==> src/rtl/parport_pkg.sv <==
package parport_pkg;
  typedef struct packed {
    logic wrA;
    logic wrB;
    logic wrC;
    logic wrDdrC;
    logic wrD;
    logic wrDdrD;
    logic wrCtl;
  } regStrobes_t;

  typedef enum logic [2:0] {
    SEL_NONE, SEL_A, SEL_B, SEL_C, SEL_DDRC, SEL_D, SEL_DDRD, SEL_CTL
  } rdSel_t;
endpackage

==> src/rtl/parport_ctrl.sv <==
module parport_ctrl
  import parport_pkg::*;
#(
  parameter int ADDR_W = 16,
  parameter logic [ADDR_W-1:0] ADR_A = 16'h1000,
  parameter logic [ADDR_W-1:0] ADR_B = 16'h1004,
  parameter logic [ADDR_W-1:0] ADR_C = 16'h1003,
  parameter logic [ADDR_W-1:0] ADR_DDRC = 16'h1007,
  parameter logic [ADDR_W-1:0] ADR_D = 16'h1008,
  parameter logic [ADDR_W-1:0] ADR_DDRD = 16'h1009,
  parameter logic [ADDR_W-1:0] ADR_CTL = 16'h1026
) (
  input  logic              clk,
  input  logic              rstN,
  input  logic [ADDR_W-1:0] busAddr,
  input  logic              busWrEn,
  output regStrobes_t       strobes,
  output rdSel_t            rdSel
);
  always_comb begin
    unique case (busAddr)
      ADR_A:    rdSel = SEL_A;
      ADR_B:    rdSel = SEL_B;
      ADR_C:    rdSel = SEL_C;
      ADR_DDRC: rdSel = SEL_DDRC;
      ADR_D:    rdSel = SEL_D;
      ADR_DDRD: rdSel = SEL_DDRD;
      ADR_CTL:  rdSel = SEL_CTL;
      default:  rdSel = SEL_NONE;
    endcase
  end

  always_comb begin
    strobes        = '0;
    strobes.wrA    = busWrEn && (rdSel == SEL_A);
    strobes.wrB    = busWrEn && (rdSel == SEL_B);
    strobes.wrC    = busWrEn && (rdSel == SEL_C);
    strobes.wrDdrC = busWrEn && (rdSel == SEL_DDRC);
    strobes.wrD    = busWrEn && (rdSel == SEL_D);
    strobes.wrDdrD = busWrEn && (rdSel == SEL_DDRD);
    strobes.wrCtl  = busWrEn && (rdSel == SEL_CTL);
  end

  // at most one register is written per cycle, and none without busWrEn
  p_onehot_r9: assert property (@(posedge clk) disable iff (!rstN)
    $onehot0(strobes) && (busWrEn || strobes == '0));
endmodule

==> src/rtl/parport_dp.sv <==
module parport_dp
  import parport_pkg::*;
#(
  parameter int D_W = 6,
  parameter int CTL_DIR_BIT = 7
) (
  input  logic           clk,
  input  logic           rstN,
  input  regStrobes_t    strobes,
  input  rdSel_t         rdSel,
  input  logic [7:0]     wData,
  output logic [7:0]     rData,
  input  logic [7:0]     portAIn,
  output logic [7:0]     portAOut,
  output logic [7:0]     portAOe,
  output logic [7:0]     portBOut,
  output logic [7:0]     portBOe,
  input  logic [7:0]     portCIn,
  output logic [7:0]     portCOut,
  output logic [7:0]     portCOe,
  input  logic [D_W-1:0] portDIn,
  output logic [D_W-1:0] portDOut,
  output logic [D_W-1:0] portDOe
);
  localparam int PAD_D = 8 - D_W;
  localparam logic [7:0] A_FIXED_OUT = 8'h78;
  localparam logic [7:0] A_WR_MASK = 8'hF8;

  logic [7:0] latA, latB, latC, ddrC;
  logic [D_W-1:0] latD, ddrD;
  logic a7Dir;
  logic [7:0] rdA, rdC;
  logic [D_W-1:0] rdD;

  always_ff @(posedge clk) begin
    if (!rstN) begin
      latA <= '0; latB <= '0; latC <= '0; ddrC <= '0;
      latD <= '0; ddrD <= '0; a7Dir <= 1'b0;
    end else begin
      if (strobes.wrA)    latA  <= wData & A_WR_MASK;
      if (strobes.wrB)    latB  <= wData;
      if (strobes.wrC)    latC  <= wData;
      if (strobes.wrDdrC) ddrC  <= wData;
      if (strobes.wrD)    latD  <= wData[D_W-1:0];
      if (strobes.wrDdrD) ddrD  <= wData[D_W-1:0];
      if (strobes.wrCtl)  a7Dir <= wData[CTL_DIR_BIT];
    end
  end

  assign portAOe  = {a7Dir, A_FIXED_OUT[6:0]};
  assign portAOut = latA;
  assign portBOut = latB;
  assign portBOe  = '1;
  assign portCOut = latC;
  assign portCOe  = ddrC;
  assign portDOut = latD;
  assign portDOe  = ddrD;

  // each bit reads its latch when driven and its pin otherwise
  for (genvar i = 0; i < 8; i++) begin : g_rdAC
    assign rdA[i] = portAOe[i] ? latA[i] : portAIn[i];
    assign rdC[i] = ddrC[i] ? latC[i] : portCIn[i];
  end
  for (genvar i = 0; i < D_W; i++) begin : g_rdD
    assign rdD[i] = ddrD[i] ? latD[i] : portDIn[i];
  end

  always_comb begin
    unique case (rdSel)
      SEL_A:    rData = rdA;
      SEL_B:    rData = latB;
      SEL_C:    rData = rdC;
      SEL_DDRC: rData = ddrC;
      SEL_D:    rData = {{PAD_D{1'b0}}, rdD};
      SEL_DDRD: rData = {{PAD_D{1'b0}}, ddrD};
      SEL_CTL:  rData = {a7Dir, 7'b0};
      default:  rData = '0;
    endcase
  end

  p_b_write_r5: assert property (@(posedge clk) disable iff (!rstN)
    strobes.wrB |=> portBOut == $past(wData));
  p_b_hold_r9: assert property (@(posedge clk) disable iff (!rstN)
    !strobes.wrB |=> $stable(portBOut));
  p_c_dir_r6: assert property (@(posedge clk) disable iff (!rstN)
    strobes.wrDdrC |=> portCOe == $past(wData));
  p_a7_dir_r3: assert property (@(posedge clk) disable iff (!rstN)
    strobes.wrCtl |=> portAOe[7] == $past(wData[CTL_DIR_BIT]));
  p_a_write_r4: assert property (@(posedge clk) disable iff (!rstN)
    strobes.wrA |=> portAOut[7:3] == $past(wData[7:3]));
endmodule

==> src/rtl/parport_bank.sv <==
module parport_bank
  import parport_pkg::*;
(
  input  logic        clk,
  input  logic        rstN,
  input  logic [15:0] busAddr,
  input  logic        busWrEn,
  input  logic [7:0]  busWData,
  output logic [7:0]  busRData,
  input  logic [7:0]  portAIn,
  output logic [7:0]  portAOut,
  output logic [7:0]  portAOe,
  output logic [7:0]  portBOut,
  output logic [7:0]  portBOe,
  input  logic [7:0]  portCIn,
  output logic [7:0]  portCOut,
  output logic [7:0]  portCOe,
  input  logic [5:0]  portDIn,
  output logic [5:0]  portDOut,
  output logic [5:0]  portDOe
);
  regStrobes_t strobes;
  rdSel_t rdSel;

  parport_ctrl #(.ADDR_W(16)) u_ctrl (
    .clk(clk), .rstN(rstN), .busAddr(busAddr), .busWrEn(busWrEn),
    .strobes(strobes), .rdSel(rdSel)
  );

  parport_dp #(.D_W(6), .CTL_DIR_BIT(7)) u_dp (
    .clk(clk), .rstN(rstN), .strobes(strobes), .rdSel(rdSel),
    .wData(busWData), .rData(busRData),
    .portAIn(portAIn), .portAOut(portAOut), .portAOe(portAOe),
    .portBOut(portBOut), .portBOe(portBOe),
    .portCIn(portCIn), .portCOut(portCOut), .portCOe(portCOe),
    .portDIn(portDIn), .portDOut(portDOut), .portDOe(portDOe)
  );

  p_d_upper_r8: assert property (@(posedge clk) disable iff (!rstN)
    (busAddr == 16'h1008 || busAddr == 16'h1009) |-> busRData[7:6] == 2'b00);
  p_a_inbits_r4: assert property (@(posedge clk) disable iff (!rstN)
    busAddr == 16'h1000 |-> busRData[2:0] == portAIn[2:0]);
endmodule

==> config.mk <==
export PLATFORM = sky130hd
export DESIGN_NAME = parport_bank
export DESIGN_NICKNAME = d
export VERILOG_FILES = /design/src/rtl/parport_pkg.sv /design/src/rtl/parport_ctrl.sv /design/src/rtl/parport_dp.sv /design/src/rtl/parport_bank.sv
export SDC_FILE = /design/constraint.sdc
export NUM_CORES = 1
export LEC_CHECK = 0
export BUFFER_PORTS_ARGS = -buffer_cell sky130_fd_sc_hd__buf_2
export CELL_PAD_IN_SITES_DETAIL_PLACEMENT = 0
export CELL_PAD_IN_SITES_GLOBAL_PLACEMENT = 1
export CORE_ASPECT_RATIO = 1.25
export CORE_UTILIZATION = 37
export CTS_CLUSTER_SIZE = 10
export DETAILED_ROUTE_END_ITERATION = 16
export PLACE_DENSITY_LB_ADDON = 0.1
export SLEW_MARGIN = 20
export SYNTH_ARGS = -nofsm -noshare
export SYNTH_HDL_FRONTEND = slang
export SYNTH_HIERARCHICAL = 1
export SYNTH_SLANG_ARGS = --single-unit
==> constraint.sdc <==
create_clock -name clk -period 7 [get_ports clk]
set_input_delay 0.7 -clock clk [delete_from_list [all_inputs] [get_ports clk]]
set_output_delay 0.7 -clock clk [all_outputs]
set_load 0.005 [all_outputs]
* Word-level counts from Yosys, hierarchy flattened
Index checks and enable logic that the tools add are counted.
Storage, ports and cells: bits in writable memories 0, memories 0, register bits after elaboration 42, bits of input ports 49, memory bits (read-only) 0, bits in latches 0
Operators by class: shifts and indexed selects 0, bitwise operators 0, equal/unequal tests 14, add/sub/neg operators 0, multiply operators 0, div/mod/pow operators 0, mux-type cells 17, reductions and logical operators 7, magnitude comparators 0
Operator list (count):
- $eq A16 B13 Y1 const B | 7
- $pmux W8 S7 | 1
- $pmux W3 S7 | 1
- $mux W1 | 15
- $eq A3 B3 Y1 const B | 4
- $logic_and A1 B1 Y1 | 7
- $eq A3 B2 Y1 const B | 2
- $eq A3 B1 Y1 const B | 1

* Depth between registers and ports, before layout
word-level depth 4, gate-level depth with buffers 10

* Hierarchy
Netlist, hierarchy kept.
By module, submodules not included:
- parport_dp | times used 1, cells each 230, area each 2296.0 um2
- parport_ctrl | times used 1, cells each 36, area each 237.7 um2

* Worst setup path after synthesis
Ideal clock, no wire load.
kind input to output, start input port busAddr[4], end output port busRData[6], data required time 6.300 ns, path slack 3.636 ns, arrival 2.664 ns, stages on the path 9, cells stage by stage or3_4 buf_6 or3_4 a21oi_1 buf_4 and3b_1 buf_6 a21o_1 a221o_1
On the way: cells in the longest elaborated chain, start to end 4, elaborated cells between the ends (all ways) 16, classes of those cells 14 x eq/ne; 2 x mux
Ends and longest elaborated chain:
- from (decl) | RTL line parport_bank.sv:6 | input logic [15:0] busAddr,
- $eq A16 B13 Y1 | RTL line parport_ctrl.sv:21 | unique case (busAddr)
- $pmux W3 S7 * | RTL line parport_ctrl.sv:21
- via rdSel[2] | RTL line parport_bank.sv:23 | rdSel_t rdSel;
- $eq A3 B3 Y1 (tied with other cells) | RTL line parport_dp.sv:69 | unique case (rdSel)
- $pmux W8 S7 * | RTL line parport_dp.sv:69
- to (decl) | RTL line parport_bank.sv:9 | output logic [7:0] busRData,
Mark *: on every way through the listed nets, which the timed path passes. The rest lies on a longest branch.

* Worst setup path in the final report
Ends and elaborated chain as after synthesis.

==> results.cfg <==
[power_and_ir_drop]
p_leak_nw = 1.29
p_sw_mw = 0.106
p_comb_frac = 0.067
seq_power_share = 0.465
power.density_nw_per_um2 = 163
swShare = 0.206
clkPwrFrac = 0.468
peakVddDrop_mv = 0.107
intPower_mw = 0.408

[synth]
synth_cells = 266
synthFlopType = dfxtp_1
yosysUniqueCellTypes = 44
avgSynthCellArea_sq_um = 9.53
synthArstFlopShare = 0
synth_seq_cells = 42
syn_area_sq_um = 2530
synth_edf_count = 0
yosysWarnings = 6
synth_seq_area_share = 0.332

[setup_path]
startpoint_type = input port
cp.arrival_ns = 3.13
crit_type = in -> out
worstPathRequired_ns = 6.30
r2r_cells = 2
r2r_slack_ns = 6.27
critPathMaxFanout = 18
timing.rr.end = u_dp/portCOe[6]
reg2reg_from = u_dp/portCOe[6]
setup.worst_path.end_class = output pin

[grt]
grt_use_total = 0.195
grt_start_max_net_pins = 43
antenna_found_initial = 0
grt_pass1_vias = 2020
grt_pass1_wl_um = 10800
grt-ovfl-total = 0

[min_path]
min-delay-path-class = reg -> reg
holdPathStages = 2
hold_end = u_dp/portAOut[7]
hold_start = u_dp/portAOut[7]

[floorplanning]
fp.dieH_um = 94.5
initial_core_util = 0.384
die_w_um = 76.0
io_pins = 117
die_area_sq_um = 7180
rows = 33
core_sq_um = 6610

[clock_network]
clkLatencyLatePin_ns = 0.29
cts_buffers = 5
holdBufCountCts = 0
cts_sinks = 42
htreeDepth = 2
cts_root_buf = clkbuf_8
ctsResizeCount = 0
cts_tree = done
post_cts_buffers = 0
clock_path_buffers = 2
cts.clk_slew.worst_paths_ns = 0.09

[sta]
rsz0062_at_grt = false
max_freq_mhz = 261
relSlewSlack = 0.255
hold_viol = 0
tns_ns = 0
fin_skew_ns = 0
drv_slew = 0
post-route-period-util = 0.548
worst_slew_pin_slew_ns = 1.11
setup_viol = 0
min_period_ns = 3.83

[placement]
dp.cells = 435
routabilityCongestion = 0.781
hpwl_um = 4880
numPortBuffers = 94

[route]
dr_total_vias = 2188
antenna_left = 0
wl_um = 6950
vias_per_cell = 4.94
wl_per_cell_um = 15.7
dr.pass1.iters = 4
drc = 0
first_iter_violations = 60

[finish]
fin_nets = 404
synthToLayoutAreaGrowth_pct = 24.3
multi_input_area_sq_um = 1510
finalNonFillerCells = 443
final_util = 0.477
seq_area_sq_um = 841
fillerInstances = 680
n_antenna_cell = 0
layout_commonest_cell = buf_2
drive_gt1_frac = 0.365
mostFrequentLayoutCells = 94 x buf_2, 46 x nor2b_1, 42 x mux2i_1, 42 x dfxtp_1, 18 x conb_1

[status]
status = complete, no violations

[run]
cap_violations = 0
-- critical path: stages --
cell	delay, ns
buf_2	0.10
or3_4	0.43
or3_4	0.40
a21oi_1	0.15
buf_4	0.25
and3b_1	0.38
a21o_1	0.24
a221o_1	0.35
buf_2	0.13
-- sequential cells by signal, indices dropped and copies added, names as in the netlist --
signal	count
u_dp/portDOut	6
u_dp/portBOut	8
u_dp/portCOe	8
u_dp/portAOut	5
u_dp/portCOut	8
u_dp/portDOe	6
u_dp/a7Dir	1
-- cell type report --
type	count	share of cell area
clock buffers	6	0.0262
multi-input cells	200	0.480
inverters	4	0.00477
flip-flops and latches	42	0.267
well taps	87	0.0346
clock inverters	2	0.0191
repair buffers	102	0.168
-- per-stage QoR --
step           instance area (sq um)  hold slack, ns  total power [mW]  setup WS [ns]
6_report                        3150           0.536             0.513           3.17
5_1_grt                         3150           0.564             0.531           3.07
2_1_floorplan                   2590           0.520             0.267           3.64
3_5_place_dp                    3010           0.523             0.279           3.19
4_1_cts                         3150           0.538             0.516           3.17
3_3_place_gp                    3010           0.514             0.279           3.21
-- kinds of logic after synthesis --
kind of cell | after synthesis | share of synthesized area
simple gates | 92 | 0.239
mux | 57 | 0.233
flops | 42 | 0.332
buf+inv | 40 | 0.0973
compound gates | 33 | 0.0968
other cells | 2 | 0.00296
-- layer usage --
metal	wire, um	track usage	share of wire	vias to the layer above
met1	3150	0.245	0.45	1006
met5	0	0	0	-
met2	3280	0.328	0.47	89
li1	-	-	-	1091
met4	30	0.0529	0.0043	0
met3	485	0.0531	0.070	2
-- power by group through the flow --
stage | combinational [mW] | sequential, mW | clock [mW]
floorplan | 0.0227 | 0.244 | 0
global placement | 0.0345 | 0.244 | 0
detailed placement | 0.0344 | 0.244 | 0
CTS | 0.0346 | 0.239 | 0.243
global route | 0.0385 | 0.239 | 0.254
finish | 0.0345 | 0.239 | 0.240
-- cells in the mapped netlist (2+ instances only) --
library cell | number | area, sq um
buf_6 | 2 | 22.5
o211ai_1 | 5 | 37.5
a21oi_1 | 4 | 20.0
nand2_1 | 7 | 26.3
buf_4 | 20 | 150
nor3b_1 | 2 | 15.0
or3_4 | 2 | 22.5
a21o_1 | 3 | 22.5
nor4_1 | 3 | 18.8
inv_1 | 4 | 15.0
nor3_1 | 5 | 25.0
and3b_1 | 5 | 43.8
nand3_1 | 2 | 10.0
and3_1 | 2 | 12.5
conb_1 | 2 | 7.51
mux2_2 | 13 | 146
nand2b_1 | 2 | 12.5
nand4_1 | 3 | 18.8
dfxtp_1 | 42 | 841
a22oi_1 | 8 | 60.1
clkbuf_1 | 9 | 33.8
nor2b_1 | 46 | 288
a32oi_1 | 3 | 26.3
buf_2 | 5 | 25.0
and2b_1 | 2 | 15.0
nor3_2 | 2 | 20.0
o21ai_0 | 2 | 10.0
mux2i_1 | 42 | 420
nand3b_1 | 3 | 22.5
mux2_1 | 2 | 22.5
-- worst max-delay path by stage --
stage                           from           to  slack (ns)  cells after the start
after global routing      busAddr[0]  busRData[6]        3.07                     10
after CTS                 busAddr[4]  busRData[6]        3.17                      9
after floorplan           busAddr[4]  busRData[6]        3.64                      9
after global placement    busAddr[4]  busRData[6]        3.21                      9
final                     busAddr[4]  busRData[6]        3.17                      9
after detailed placement  busAddr[4]  busRData[6]        3.19                      9
(Power assumes the default switching activity.)
